File: config.mk
export PLATFORM = sky130hd
export DESIGN_NAME = pgchk_top
export DESIGN_NICKNAME = d
export VERILOG_FILES = /design/src/rtl/pgchk_pkg.sv /design/src/rtl/pgchk_merge.sv /design/src/rtl/pgchk_rights.sv /design/src/rtl/pgchk_errfmt.sv /design/src/rtl/pgchk_top.sv
export SDC_FILE = /design/constraint.sdc
export NUM_CORES = 1
export LEC_CHECK = 0
export BUFFER_PORTS_ARGS = -buffer_cell sky130_fd_sc_hd__buf_2
export CAP_MARGIN = 30
export CORE_AREA = 5 5 42 44
export DETAILED_ROUTE_END_ITERATION = 16
export DIE_AREA = 0 0 47 49
export GPL_TIMING_DRIVEN = 0
export PLACE_DENSITY = 0.69
export REMOVE_ABC_BUFFERS = 1
export SYNTH_ARGS = -nofsm -noshare
export SYNTH_HDL_FRONTEND = slang
export SYNTH_SLANG_ARGS = --single-unit
File: constraint.sdc
create_clock -name clk -period 1.75 [get_ports clk]
set_input_delay 0.0875 -clock clk [delete_from_list [all_inputs] [get_ports clk]]
set_output_delay 0.0875 -clock clk [all_outputs]
set_load 0.1 [all_outputs]
File: src/rtl/pgchk_pkg.sv
package pgchk_pkg;

  typedef enum logic [1:0] {
    ACC_RD  = 2'd0,
    ACC_WR  = 2'd1,
    ACC_EX  = 2'd2,
    ACC_RSV = 2'd3
  } acc_e;

  typedef enum logic [1:0] {
    PRV_USR  = 2'd0,
    PRV_SUP  = 2'd1,
    PRV_SOVR = 2'd2,
    PRV_NONE = 2'd3
  } prv_e;

  typedef enum logic [1:0] {
    PSZ_4K = 2'd0,
    PSZ_2M = 2'd1,
    PSZ_4M = 2'd2,
    PSZ_XX = 2'd3
  } psz_e;

  // effective rights after merging the levels
  typedef struct packed {
    logic nx;
    logic usr;
    logic rw;
  } perm_t;

  // attribute field positions shared by both levels
  localparam int A_RW  = 0;
  localparam int A_USR = 1;
  localparam int A_NX  = 2;
  localparam int A_BIG = 3;

  // error-code field positions
  localparam int E_PRES  = 0;
  localparam int E_WR    = 1;
  localparam int E_USR   = 2;
  localparam int E_FETCH = 4;

endpackage

File: src/rtl/pgchk_merge.sv
module pgchk_merge
  import pgchk_pkg::*;
#(
  parameter int PERM_W = 3,
  localparam int DIR_W = PERM_W + 1
) (
  input  logic [DIR_W-1:0]  dir_attr,
  input  logic [PERM_W-1:0] tbl_attr,
  input  logic              ctl_pse,
  input  logic              ctl_pae,
  output perm_t             eff,
  output psz_e              size
);

  logic big_pae;
  logic big_pse;
  logic big;

  assign big_pae = ctl_pae & dir_attr[A_BIG];
  assign big_pse = ~ctl_pae & ctl_pse & dir_attr[A_BIG];
  assign big     = big_pae | big_pse;

  always_comb begin
    if (big) begin
      eff.rw  = dir_attr[A_RW];
      eff.usr = dir_attr[A_USR];
      eff.nx  = dir_attr[A_NX];
    end else begin
      eff.rw  = dir_attr[A_RW]  & tbl_attr[A_RW];
      eff.usr = dir_attr[A_USR] & tbl_attr[A_USR];
      eff.nx  = dir_attr[A_NX]  | tbl_attr[A_NX];
    end
  end

  always_comb begin
    if (big_pae)      size = PSZ_2M;
    else if (big_pse) size = PSZ_4M;
    else              size = PSZ_4K;
  end

endmodule

File: src/rtl/pgchk_rights.sv
module pgchk_rights
  import pgchk_pkg::*;
(
  input  acc_e  acc,
  input  prv_e  prv,
  input  perm_t eff,
  input  logic  ctl_smep,
  input  logic  ctl_smap,
  input  logic  ctl_wp,
  input  logic  ctl_nxe,
  input  logic  ctl_pae,
  output logic  fault
);

  logic is_wr;
  logic is_ex;
  logic nx_hit;
  logic usr_hit;
  logic smap_hit;
  logic smep_hit;
  logic wp_hit;
  logic prv_hit;

  assign is_wr  = (acc == ACC_WR);
  assign is_ex  = (acc == ACC_EX);

  // no-execute applies to every index
  assign nx_hit = is_ex & ctl_nxe & ctl_pae & eff.nx;

  // user index: user bit and plain read/write
  assign usr_hit  = ~eff.usr | (is_wr & ~eff.rw);
  // supervisor data access to a user page
  assign smap_hit = ctl_smap & ~is_ex & eff.usr;
  // supervisor fetch from a user page
  assign smep_hit = ctl_smep & is_ex & eff.usr;
  // supervisor write to a read-only page
  assign wp_hit   = ctl_wp & is_wr & ~eff.rw;

  always_comb begin
    unique case (prv)
      PRV_USR:  prv_hit = usr_hit;
      PRV_SUP:  prv_hit = smap_hit | smep_hit | wp_hit;
      PRV_SOVR: prv_hit = smep_hit | wp_hit;
      default:  prv_hit = 1'b0;
    endcase
  end

  assign fault = nx_hit | prv_hit;

endmodule

File: src/rtl/pgchk_errfmt.sv
module pgchk_errfmt
  import pgchk_pkg::*;
#(
  parameter int ERR_W = 5
) (
  input  logic             fault,
  input  acc_e             acc,
  input  logic             usr_mode,
  input  logic             ctl_nxe,
  input  logic             ctl_pae,
  input  logic             ctl_smep,
  output logic [ERR_W-1:0] err
);

  logic fetch_tag;

  assign fetch_tag = (acc == ACC_EX) & ((ctl_nxe & ctl_pae) | ctl_smep);

  always_comb begin
    err = '0;
    if (fault) begin
      err[E_PRES]  = 1'b1;
      err[E_WR]    = (acc == ACC_WR);
      err[E_USR]   = usr_mode;
      err[E_FETCH] = fetch_tag;
    end
  end

endmodule

File: src/rtl/pgchk_top.sv
module pgchk_top
  import pgchk_pkg::*;
#(
  parameter int PERM_W = 3,
  parameter int ERR_W  = 5,
  localparam int DIR_W = PERM_W + 1
) (
  input  logic              clk,
  input  logic              rst,
  input  logic              in_valid,
  input  logic [1:0]        in_acc,
  input  logic [1:0]        in_priv,
  input  logic [DIR_W-1:0]  dir_attr,
  input  logic [PERM_W-1:0] tbl_attr,
  input  logic              ctl_smep,
  input  logic              ctl_smap,
  input  logic              ctl_pse,
  input  logic              ctl_pae,
  input  logic              ctl_wp,
  input  logic              ctl_nxe,
  input  logic              usr_mode,
  output logic              out_valid,
  output logic              out_fault,
  output logic [1:0]        out_size,
  output logic [ERR_W-1:0]  out_err
);

  acc_e             acc;
  prv_e             prv;
  perm_t            eff;
  psz_e             size_c;
  logic             fault_c;
  logic [ERR_W-1:0] err_c;

  assign acc = acc_e'(in_acc);
  assign prv = prv_e'(in_priv);

  pgchk_merge #(.PERM_W(PERM_W)) u_merge (
    .dir_attr (dir_attr),
    .tbl_attr (tbl_attr),
    .ctl_pse  (ctl_pse),
    .ctl_pae  (ctl_pae),
    .eff      (eff),
    .size     (size_c)
  );

  pgchk_rights u_rights (
    .acc      (acc),
    .prv      (prv),
    .eff      (eff),
    .ctl_smep (ctl_smep),
    .ctl_smap (ctl_smap),
    .ctl_wp   (ctl_wp),
    .ctl_nxe  (ctl_nxe),
    .ctl_pae  (ctl_pae),
    .fault    (fault_c)
  );

  pgchk_errfmt #(.ERR_W(ERR_W)) u_err (
    .fault    (fault_c),
    .acc      (acc),
    .usr_mode (usr_mode),
    .ctl_nxe  (ctl_nxe),
    .ctl_pae  (ctl_pae),
    .ctl_smep (ctl_smep),
    .err      (err_c)
  );

  always_ff @(posedge clk) begin
    if (rst) begin
      out_valid <= 1'b0;
      out_fault <= 1'b0;
      out_size  <= '0;
      out_err   <= '0;
    end else begin
      out_valid <= in_valid;
      if (in_valid) begin
        out_fault <= fault_c;
        out_size  <= size_c;
        out_err   <= err_c;
      end
    end
  end

  a_r1_strobe_delay: assert property (@(posedge clk) disable iff (rst)
    in_valid |=> out_valid);

  a_r1_strobe_idle: assert property (@(posedge clk) disable iff (rst)
    !in_valid |=> !out_valid);

  a_r1_hold: assert property (@(posedge clk) disable iff (rst)
    !in_valid |=> ($stable(out_fault) && $stable(out_err) && $stable(out_size)));

  a_r2_nx_fetch: assert property (@(posedge clk) disable iff (rst)
    (in_valid && in_acc == 2'd2 && ctl_nxe && ctl_pae && dir_attr[A_NX])
      |=> out_fault);

  a_r3_user_bit: assert property (@(posedge clk) disable iff (rst)
    (in_valid && in_priv == 2'd0 && !dir_attr[A_USR]) |=> out_fault);

  a_r10_present_bit: assert property (@(posedge clk) disable iff (rst)
    out_valid |-> (out_err[E_PRES] == out_fault));

  a_r10_clear_allowed: assert property (@(posedge clk) disable iff (rst)
    (out_valid && !out_fault) |-> (out_err == '0));

  a_r11_unused_index: assert property (@(posedge clk) disable iff (rst)
    (in_valid && in_priv == 2'd3 && !(in_acc == 2'd2 && ctl_nxe && ctl_pae))
      |=> !out_fault);

endmodule

## Word-level counts from Yosys, hierarchy flattened

Cells that the tools add are included.

| word-level totals | value |
|---|---|
| input bits | 21 |
| output and inout port bits | 9 |
| flip-flop bits (word level) | 8 |
| word-level logic and storage cells | 44 |

| operators by class | value |
|---|---|
| multiplexer cells | 6 |
| reductions and logical operators | 1 |
| bitwise gates (word level) | 29 |
| equality and inequality tests | 4 |

Operators with widths:

| operator | count |
|---|---|
| $and A1 B1 Y1 | 17 |
| $or A1 B1 Y1 | 8 |
| $mux W3 | 2 |
| $eq A2 B1 Y1 const B | 2 |
| $eq A2 B2 Y1 const B | 2 |
| $mux W2 | 2 |
| $not A1 Y1 | 4 |
| $pmux W1 S3 | 1 |
| $logic_not A2 Y1 | 1 |
| $mux W1 | 1 |

## Logic depth before layout (Yosys ltp)

Gate-level depths: netlist of the first run.

| depth | value |
|---|---|
| depth after elaboration | 11 |
| gate-level depth with buffers | 7 |
| mapped depth without buffers | 7 |

## Cells and area by module

A second synthesis of the first run with hierarchy kept.

| second synthesis, totals | value |
|---|---|
| cell total of the unflattened synthesis | 62 |
| area, all modules | 555.5 um2 |

Modules (own cells, without submodules):

| module | area each (um2) | sequential area each (um2) | cells an instance | times used |
|---|---|---|---|---|
| pgchk_top | 312.8 | 180.2 | 28 | 1 |
| pgchk_rights | 135.1 | 0.0 | 16 | 1 |
| pgchk_merge | 56.3 | 0.0 | 9 | 1 |
| pgchk_errfmt | 51.3 | 0.0 | 9 | 1 |

## Worst setup path before layout of the first run

OpenSTA, ideal clock, no wires.

| timing path | value |
|---|---|
| path kind | register -> register |
| start | register, netlist name out_err[4] |
| end | register out_err[4] |
| path slack | 172 ps |
| stages on the path, launching flop included | 3 |
| data required time | 1,654 ps |
| clock period less this slack | 1,578 ps |
| buffers on the path | 0 |
| library setup time | 96 ps |
| arrival time | 1,482 ps |
| path through | dfxtp_1 > or3b_2 > o41ai_2 |

RTL lines:

| what | RTL line | source |
|---|---|---|
| end signal: assignment | pgchk_top.sv:80 | `out_err <= err_c;` |
| end: declaration | pgchk_top.sv:25 | `output logic [ERR_W-1:0] out_err` |

## Worst setup path after layout of the first run

| timing path | value |
|---|---|
| start | input ctl_pae |
| end | register out_err[4] |

| between the ends | value |
|---|---|
| word-level cells in the longest chain between the ends | 11 |
| elaborated cells between the ends (all ways) | 24 |
| classes of those cells | mux: 3; bitwise: 21 |

Ends and longest elaborated chain:

| what | RTL line | source |
|---|---|---|
| start: declaration | pgchk_top.sv:18 | `input logic ctl_pae,` |
| $not A1 Y1 | pgchk_merge.sv:20 | `assign big_pse = ~ctl_pae & ctl_pse & dir_attr[A_BIG];` |
| $and A1 B1 Y1 (2 in a row) | pgchk_merge.sv:20 |  |
| $or A1 B1 Y1 | pgchk_merge.sv:21 | `assign big = big_pae \| big_pse;` |
| $mux W3 | pgchk_merge.sv:24 | `if (big) begin` |
| $and A1 B1 Y1 (tied with other cells) | pgchk_rights.sv:33 | `assign smap_hit = ctl_smap & ~is_ex & eff.usr;` |
| $or A1 B1 Y1 (tied with other cells) | pgchk_rights.sv:42 | `PRV_SUP: prv_hit = smap_hit \| smep_hit \| wp_hit;` |
| $or A1 B1 Y1 (on tied branches) | pgchk_rights.sv:42, pgchk_rights.sv:31, pgchk_rights.sv:43 |  |
| $pmux W1 S3 | pgchk_rights.sv:40 | `unique case (prv)` |
| $or A1 B1 Y1 | pgchk_rights.sv:48 | `assign fault = nx_hit \| prv_hit;` |
| $mux W1 * | pgchk_errfmt.sv:21 | `if (fault) begin` |

Mark *: on every way between the ends. The rest lies on a longest branch, timed or not.
A chain may end at the register's enable or synchronous reset.

==> impl_metrics.tcl, run 1 <==
set metrics [dict create \
    status "finished, final reports clean" \
    overflow 0 \
    tritoncts "done" \
    synth_top_area_frac 0.296 \
    max_stage_delay_ps 430 \
    design_area_um2 634 \
    num_rows 14 \
    syn2layout_area_growth_pct 34.1 \
    worstReg2RegStart "out_err[1]" \
    synth_area_leaders "dfxtp_1 (30%), ha_1 (7.9%), or3b_2 (5.6%)" \
    max_freq_mhz 795 \
    skew_ps 0 \
    comb_power_share 0.313 \
    slowest_stage "a221oi_2" \
    p_sw_frac 0.370 \
    path_clk_slew_ps 60 \
    ys_ff_latch 7 \
    synthSimpleGateAreaFrac 0.254 \
    power_switching_uw 171 \
    dr.pass1.iters 5 \
    root_buffer "clkbuf_4" \
    viasPerCell 4.76 \
    wl_per_cell_um 11.1 \
    tns_ps 0 \
    yosysSeqAreaShare 0.296 \
    hp-class "in -> reg" \
    drcViolationCount 0 \
    critPathCaptureType "register" \
    rsz0062_at_grt "no" \
    ys_warn_count 0 \
    grt_antenna_before_repair 0 \
    postCtsHoldBufs 0 \
    clock_path_buffers 2 \
    path_cells "buf_2, o21a_1, a2111o_1, or2b_2, a221oi_2, o41ai_2" \
    cts.sinks 7 \
    synth_compound_gate_area_share 0.246 \
    final_util 0.453 \
    p_total_uw 464 \
    crit_type "in -> reg" \
    pwr_density_cell_mw_per_mm2 731 \
    irDropWorstVdd_v 0.000490 \
    place_area_um2 607 \
    grt_pass1_wl_mm 1.86 \
    gp_congestion 0.662 \
    die_w_um 47 \
    synthesis.area_um2 473 \
    synth_xor_area_frac 0 \
    detail-route-antenna-nets 0 \
    worst_ep_required_time_ps 1890 \
    dp.final_hpwl_um 924 \
    wl_mm 1.07 \
    cp-start-kind "primary input" \
    synth_area_leader_cell "dfxtp_1" \
    worstPathMaxFanout 6 \
    syn_avg_cell_area_um2 9.10 \
    synth_top_family_by_area "simple AND/OR/NAND/NOR gates" \
    fin_crit_ps 1260 \
    hold_viol_final 0 \
    core_area_mm2 0.00140 \
    crit_arrival_ps 1400 \
    fp.dieH_um 49 \
    fin_hold_ws_ps 39.4 \
    vias 462 \
    synth_fa_ha_area_frac 0.0794 \
    grt_pass1_vias 454 \
    p_leak_nw 0.332 \
    fin_crit_sh 0.719 \
    grt_max_degree 12 \
    crit_start "ctl_pae" \
    cts_resized 0 \
    p_seq_frac 0.362 \
    synth_cells 52 \
    insertedDiodeCount 0 \
    synthMuxAreaShare 0.0212 \
    nFillCells 145 \
    grt_use_total 0.114 \
    io_buffers 28 \
    die_area_mm2 0.00230 \
    power_frac_clock 0.325 \
    postCtsSetupBuffers 0 \
    htree_levels 1 \
    final_nets 106 \
    drtIter0Drc 3 \
    maxSlewViolCount 0 \
    clock_latency_ps 260 \
    drive_gt1_frac 0.494 \
    start_util 0.338 \
    cts_buffers 3 \
    setup_viol 0 \
    p_int_uw 292 \
    hp-start "in_acc[1]" \
    ys_types 30 \
    ios 30 \
    drv_cap 0 \
]
-- Yosys cell counts (all sizes together) --
| cell | count |
|---|---|
| o31ai | 1 |
| inv | 5 |
| nand2 | 2 |
| nand2b | 3 |
| nor2 | 1 |
| o41ai | 2 |
| a21oi | 4 |
| a2111o | 1 |
| buf | 3 |
| and2b | 2 |
| nor3 | 1 |
| and2 | 1 |
| a221oi | 1 |
| nand3 | 1 |
| ha | 3 |
| o21ai | 2 |
| a211oi | 1 |
| dfxtp | 7 |
| or3b | 3 |
| or2b | 2 |
| o22ai | 1 |
| o21a | 1 |
| nand4b | 1 |
| conb | 1 |
| nor2b | 1 |
| mux2i | 1 |
-- path summary, 6_finish.rpt --
kind                 end  slack (ps)  depth (start not counted)
max           out_err[4]         490                          6
min           out_err[1]          40                          2
max reg2reg   out_err[1]         830                          2
min reg2reg  out_size[1]         460                          2
-- routing by layer --
layer	up-vias	wire length, um	track usage
li1	239	-	-
met5	-	0	0
met4	0	17	0.0829
met3	2	92	0.0332
met2	18	555	0.181
met1	203	408	0.121
-- layout make-up --
cell class                      instances  area [um2]  area share
Clock buffer                            3        22.5      0.0355
Clock inverter                          1        5.00     0.00789
Inverter                                5        18.8      0.0296
Multi-Input combinational cell         37         288       0.454
Sequential cell                         7         140       0.221
Tap cell                               16        20.0      0.0316
Timing Repair Buffer                   28         140       0.221
-- through the flow --
stage	instances	worst slack [ps]
after global placement	93	227
final	97	492
after detailed placement	93	194
after global routing	97	344
after CTS	97	473
after floorplan	49	-200
-- state kept, by name, summed over array words and instances (netlist names) --
register	flops
out_valid	1
out_err	4
out_size	2
-- placed cells by master (no fill, tap or decap), drive strengths merged, types with 2 or more instances in the layout --
cell type | Yosys | routed
nand2b | 3 | 3
o41ai | 2 | 2
nand2 | 2 | 2
clkbuf | 0 | 3
a21oi | 4 | 4
and2b | 2 | 2
buf | 3 | 28
or2b | 2 | 2
o21ai | 2 | 2
inv | 5 | 5
ha | 3 | 3
dfxtp | 7 | 7
or3b | 3 | 3
-- worst max-delay path: cells and delay by family --
family	cells	cell delay, ps
AOI/OAI and AO/OA	4	870
buffers and inverters	1	130
and+or+nand+nor	1	310
-- power groups by stage --
stage               combinational, mW  sequential (mW)  clock [mW]
global placement                0.144            0.171           0
floorplan                      0.0481            0.225           0
CTS                             0.146            0.168       0.154
detailed placement              0.146            0.171           0
finish                          0.145            0.168       0.151
global route                    0.156            0.168       0.173
-- logic make-up after synthesis --
logic type,count (synthesis)
multiplexers,1
other,1
buffers and inverters,8
flip-flops,7
adder cells (fa/ha/maj),3
AND/OR/NAND/NOR,18
AO/OA/AOI/OAI,14
Power figures use the tool's default switching activity.
==> run 2, diff against run 1 <==
==> constraint.sdc (replaced) <==
create_clock -name clk -period 1.3 [get_ports clk]
set_input_delay 0.065 -clock clk [delete_from_list [all_inputs] [get_ports clk]]
set_output_delay 0.065 -clock clk [all_outputs]
set_load 0.1 [all_outputs]
==> run 2 against run 1 <==
Register-to-register slack worse by 450 ps. Count of clock-buffer cells in the layout is the same. Cell area increased by 3.0%. Wire length rose by 1.2%. Cell count unchanged. Critical path depth did not move. Core utilization grew 1.3 points. Highest routed layer unchanged.
==> impl_metrics.tcl, run 2 (synthesis gave the netlist of run 1 again) <==
set metrics [dict create \
    status "finished, final reports clean" \
    tns_ps 0 \
    io_buffers 28 \
    cp-start-kind "primary input" \
    final_nets 106 \
    place_area_um2 607 \
    die_area_mm2 0.00230 \
    irDropWorstVdd_v 0.000658 \
    p_sw_frac 0.372 \
    cts_resized 0 \
    gp_congestion 0.662 \
    worst-r2r-setup-slack_ps 380 \
    layout_common_cells "buf_2 (28), dfxtp_1 (7), inv_1 (5), a21oi_1 (4)" \
    grt_pass1_wl_mm 1.86 \
    preCtsSetupSlack_ps -233 \
    stdcell_count 97 \
    clock_latency_ps 260 \
    grt_pass1_vias 454 \
    dr.pass1.iters 5 \
    hp-start "in_acc[1]" \
    crit_type "in -> reg" \
    num_rows 14 \
    top_regs "out_err x4, out_size x2, out_valid x1" \
    cts_buffers 3 \
    p_seq_frac 0.358 \
    hp-class "in -> reg" \
    placedCellCount 93 \
    fin_hold_ws_ps 24.4 \
    drtIter0Drc 4 \
    largest_reg_flops 4 \
    final_common_cell "buf_2" \
    ios 30 \
    drcViolationCount 0 \
    dp.final_hpwl_um 924 \
    wl_per_cell_um 11.2 \
    maxSlewViolCount 0 \
    regMostFlops "out_err" \
    r2r_end "out_err[1]" \
    worst_ep_required_time_ps 1470 \
    grt_use_total 0.114 \
    setup_viol 0 \
    design_area_um2 653 \
    clock_path_buffers 2 \
    viasPerCell 4.76 \
    die_w_um 47 \
    worstReg2RegStart "out_err[1]" \
    pwr_density_cell_mw_per_mm2 967 \
    ff2ff_path_depth 2 \
    fp.dieH_um 49 \
    fin_crit_sh 0.930 \
    syn2layout_area_growth_pct 38.1 \
    comb_power_share 0.322 \
    crit_arrival_ps 1380 \
    wl_mm 1.09 \
    p_leak_nw 0.340 \
    path_clk_slew_ps 60 \
    fin_crit_ps 1210 \
    overflow 0 \
    hold_viol_final 0 \
    detail-route-antenna-nets 0 \
    max_freq_mhz 827 \
    skew_ps 0 \
    postCtsSetupBuffers 0 \
    drv_cap 0 \
    min_path_cells 2 \
    nFillCells 143 \
    worst_slack_ps 90.6 \
    vias 462 \
    cts.sinks 7 \
    min_delay_worst_endpoint "out_err[1]" \
    critPathCaptureType "register" \
    htree_levels 1 \
    p_int_uw 397 \
    grt_antenna_before_repair 0 \
    grt_max_degree 12 \
    drive_gt1_frac 0.506 \
    power_switching_uw 235 \
    worstPathMaxFanout 6 \
    start_util 0.338 \
    insertedDiodeCount 0 \
    tritoncts "done" \
    core_area_mm2 0.00140 \
    power_frac_clock 0.320 \
    root_buffer "clkbuf_4" \
    postCtsHoldBufs 0 \
]
==> run 2: cell count changes in the layout (fill, tap and decap cells not counted) <==
| cell | change |
|---|---|
| o41ai_1 | -1 |
| o41ai_2 | +1 |
| a221oi_2 | -1 |
| a221oi_4 | +1 |
==> run 2: metal layers <==
layer  track usage  vias up  share of wire  routed length [um]
li1              -      238              -                   -
met1         0.121      204           0.38                 410
met2         0.181       18           0.52                 566
met3        0.0332        2          0.086                  93
met4        0.0829        0          0.016                  17
met5             0        -              0                   0
==> run 2: layout make-up <==
class | instances | area (um2) | area share
repair buffers | 28 | 140 | 0.215
flip-flops and latches | 7 | 140 | 0.215
multi-input cells | 37 | 307 | 0.469
clock inverters | 1 | 5.00 | 0.00766
inverters | 5 | 18.8 | 0.0287
well taps | 16 | 20.0 | 0.0307
clock buffers | 3 | 22.5 | 0.0345
==> run 2: stage by stage <==
stage,utilization,power (mW)
after floorplan,-,0.368
after global placement,0.433,0.424
after detailed placement,0.433,0.427
after CTS,0.453,0.630
after global routing,0.466,0.678
final,0.466,0.632
==> run 2: worst max-delay path by stage <==
stage	slack (ps)	start	depth (start not counted)	endpoint
final	90	ctl_pae	6	out_err[1]
after global routing	-3	ctl_pae	6	out_err[0]
after CTS	50	ctl_pae	6	out_err[2]
after detailed placement	-230	ctl_pae	6	out_err[2]
after global placement	-200	ctl_pae	6	out_err[4]
after floorplan	-650	out_err[0]	2	out_err[0]
==> run 2: critical path, stage by stage <==
cell	delay [ps]
buf_2	130
o21a_1	200
a2111o_1	380
o22ai_2	220
a221oi_4	110
o41ai_2	270
==> run 2: power by group through the flow <==
stage	clock network, mW	logic [mW]	registers, mW
final	0.202	0.204	0.226
after global routing	0.233	0.219	0.227
after CTS	0.207	0.197	0.226
after detailed placement	0	0.197	0.231
after global placement	0	0.194	0.230
after floorplan	0	0.0648	0.303
==> run 3, diff against run 2 <==
--- a/config.mk
+++ b/config.mk
@@ -8,10 +8,11 @@
 export BUFFER_PORTS_ARGS = -buffer_cell sky130_fd_sc_hd__buf_2
 export CAP_MARGIN = 30
 export CORE_AREA = 5 5 42 44
+export CTS_CLUSTER_SIZE = 10
 export DETAILED_ROUTE_END_ITERATION = 16
 export DIE_AREA = 0 0 47 49
 export GPL_TIMING_DRIVEN = 0
-export PLACE_DENSITY = 0.69
+export PLACE_DENSITY_LB_ADDON = 0.25
 export REMOVE_ABC_BUFFERS = 1
 export SYNTH_ARGS = -nofsm -noshare
 export SYNTH_HDL_FRONTEND = slang
==> run 3 against run 2 <==
Sequential power is essentially flat. Global-route usage is 0.99 points lower. Wire length rose by 2.5%. Clock power shrank 2%. Combinational power barely moved. Largest cell class unchanged. Critical path depth unchanged. Register-to-register slack is essentially flat. Fmax decreased by 4.0%. Worst hold slack improved by 13 ps. First-iteration DRC count rose by 75%.
==> impl_metrics.tcl, run 3 (synthesis gave the netlist of run 1 again) <==
set metrics [dict create \
    grt_antenna_before_repair 0 \
    largest_reg_flops 4 \
    vias 457 \
    crit_arrival_ps 1410 \
    cp-start-kind "primary input" \
    place_area_um2 607 \
    io_buffers 28 \
    ff2ff_path_depth 2 \
    insertedDiodeCount 0 \
    drv_cap 0 \
    wl_mm 1.11 \
    cp_num_buf_inv 1 \
    die_area_mm2 0.00230 \
    setup_viol 0 \
    fp.dieH_um 49 \
    wl_per_cell_um 11.5 \
    syn2layout_area_growth_pct 37.8 \
    maxSlewViolCount 0 \
    layout_common_cells "buf_2 (28), dfxtp_1 (7), inv_1 (5), a21oi_1 (4)" \
    final_nets 106 \
    hold_viol_final 0 \
    min_path_cells 2 \
    drive_gt1_frac 0.494 \
    cts.sinks 7 \
    grt_max_degree 12 \
    regMostFlops "out_err" \
    fin_crit_sh 0.969 \
    crit_start "ctl_pae" \
    slowest_stage "a2111o_1" \
    core_area_mm2 0.00140 \
    clock_path_buffers 2 \
    path_clk_slew_ps 50 \
    dp.final_hpwl_um 907 \
    grt-busiest-layer "met2" \
    worst-r2r-setup-slack_ps 380 \
    max_freq_mhz 794 \
    gp_congestion 0.652 \
    grt_util_met1 0.128 \
    ios 30 \
    hp-start "in_acc[1]" \
    dr.pass1.iters 3 \
    clock_latency_ps 250 \
    overflow 0 \
    cp_num_cells 6 \
    worstReg2RegStart "out_err[4]" \
    start_util 0.338 \
    crit_type "in -> reg" \
    grt_use_total 0.104 \
    skew_ps 0 \
    irDropWorstVdd_v 0.000593 \
    num_rows 14 \
    grt_pass1_wl_mm 1.78 \
    worstPathMaxFanout 6 \
    nFillCells 151 \
    max_stage_delay_ps 380 \
    grt_pass1_vias 437 \
    die_w_um 47 \
    tritoncts "done" \
    preCtsSetupSlack_ps -234 \
    critPathCaptureType "register" \
    min_delay_worst_endpoint "out_err[1]" \
    final_common_cell "buf_2" \
    cts_buffers 3 \
    top_regs "out_err x4, out_size x2, out_valid x1" \
    fin_crit_ps 1260 \
    drtIter0Drc 7 \
    hp-class "in -> reg" \
    postCtsSetupBuffers 0 \
    r2r_end "out_err[4]" \
    htree_levels 1 \
    viasPerCell 4.71 \
    critPathTopFamily "compound AO/OA/AOI/OAI gates" \
    grt_use_met2 0.147 \
    worst_ep_required_time_ps 1460 \
    root_buffer "clkbuf_4" \
    status "finished, final reports clean" \
    p_leak_nw 0.337 \
    pwr_density_cell_mw_per_mm2 965 \
    path_cells "buf_2, o21a_1, a2111o_1, o22ai_2, a221oi_4, o41ai_2" \
    detail-route-antenna-nets 0 \
    drcViolationCount 0 \
    design_area_um2 652 \
    use_met3 0.0590 \
    p_total_uw 629 \
    worst_slack_ps 40.8 \
]
[run 3: what timing repair did]
item,CTS,global route
setup endpoints to repair,0,4
gates resized for setup,0,2
hold buffers,0,0
[run 3: routing by layer]
layer / vias up / share of wire / wire (um)
met1: 199 / 0.42 / 470
li1: 239 / - / -
met4: 0 / 0 / 0
met5: - / 0 / 0
met2: 19 / 0.47 / 524
met3: 0 / 0.11 / 119
[run 3: worst max path at each step]
stage	endpoint	slack [ps]
floorplan	out_err[0]	-650
global placement	out_err[4]	-210
detailed placement	out_err[0]	-230
CTS	out_err[0]	40
global route	out_err[0]	-4
finish	out_err[4]	40
[run 3: stage by stage]
stage / TNS [ps] / hold slack [ps] / instances / utilization
detailed placement: -892 / 294 / 93 / 0.433
global route: -4.98 / 27.8 / 97 / 0.465
global placement: -829 / 298 / 93 / 0.433
CTS: 0 / 24.4 / 97 / 0.452
floorplan: -2130 / 134 / 49 / -
finish: 0 / 37.6 / 97 / 0.465
[run 3: area by class of cell]
cell class / instances / area (um2) / share of cell area
multi-input cells: 37 / 307 / 0.470
inverters: 5 / 18.8 / 0.0288
repair buffers: 28 / 140 / 0.215
flip-flops and latches: 7 / 140 / 0.215
clock buffers: 4 / 26.3 / 0.0403
well taps: 16 / 20.0 / 0.0307
[run 3: report_power, final]
group	switching (mW)	leakage, nW	total, mW	internal [mW]
Sequential	0.00307	0.0571	0.226	0.223
Combinational	0.144	0.265	0.206	0.0614
Clock	0.0804	0.0150	0.197	0.117
Total	0.228	0.337	0.629	0.401
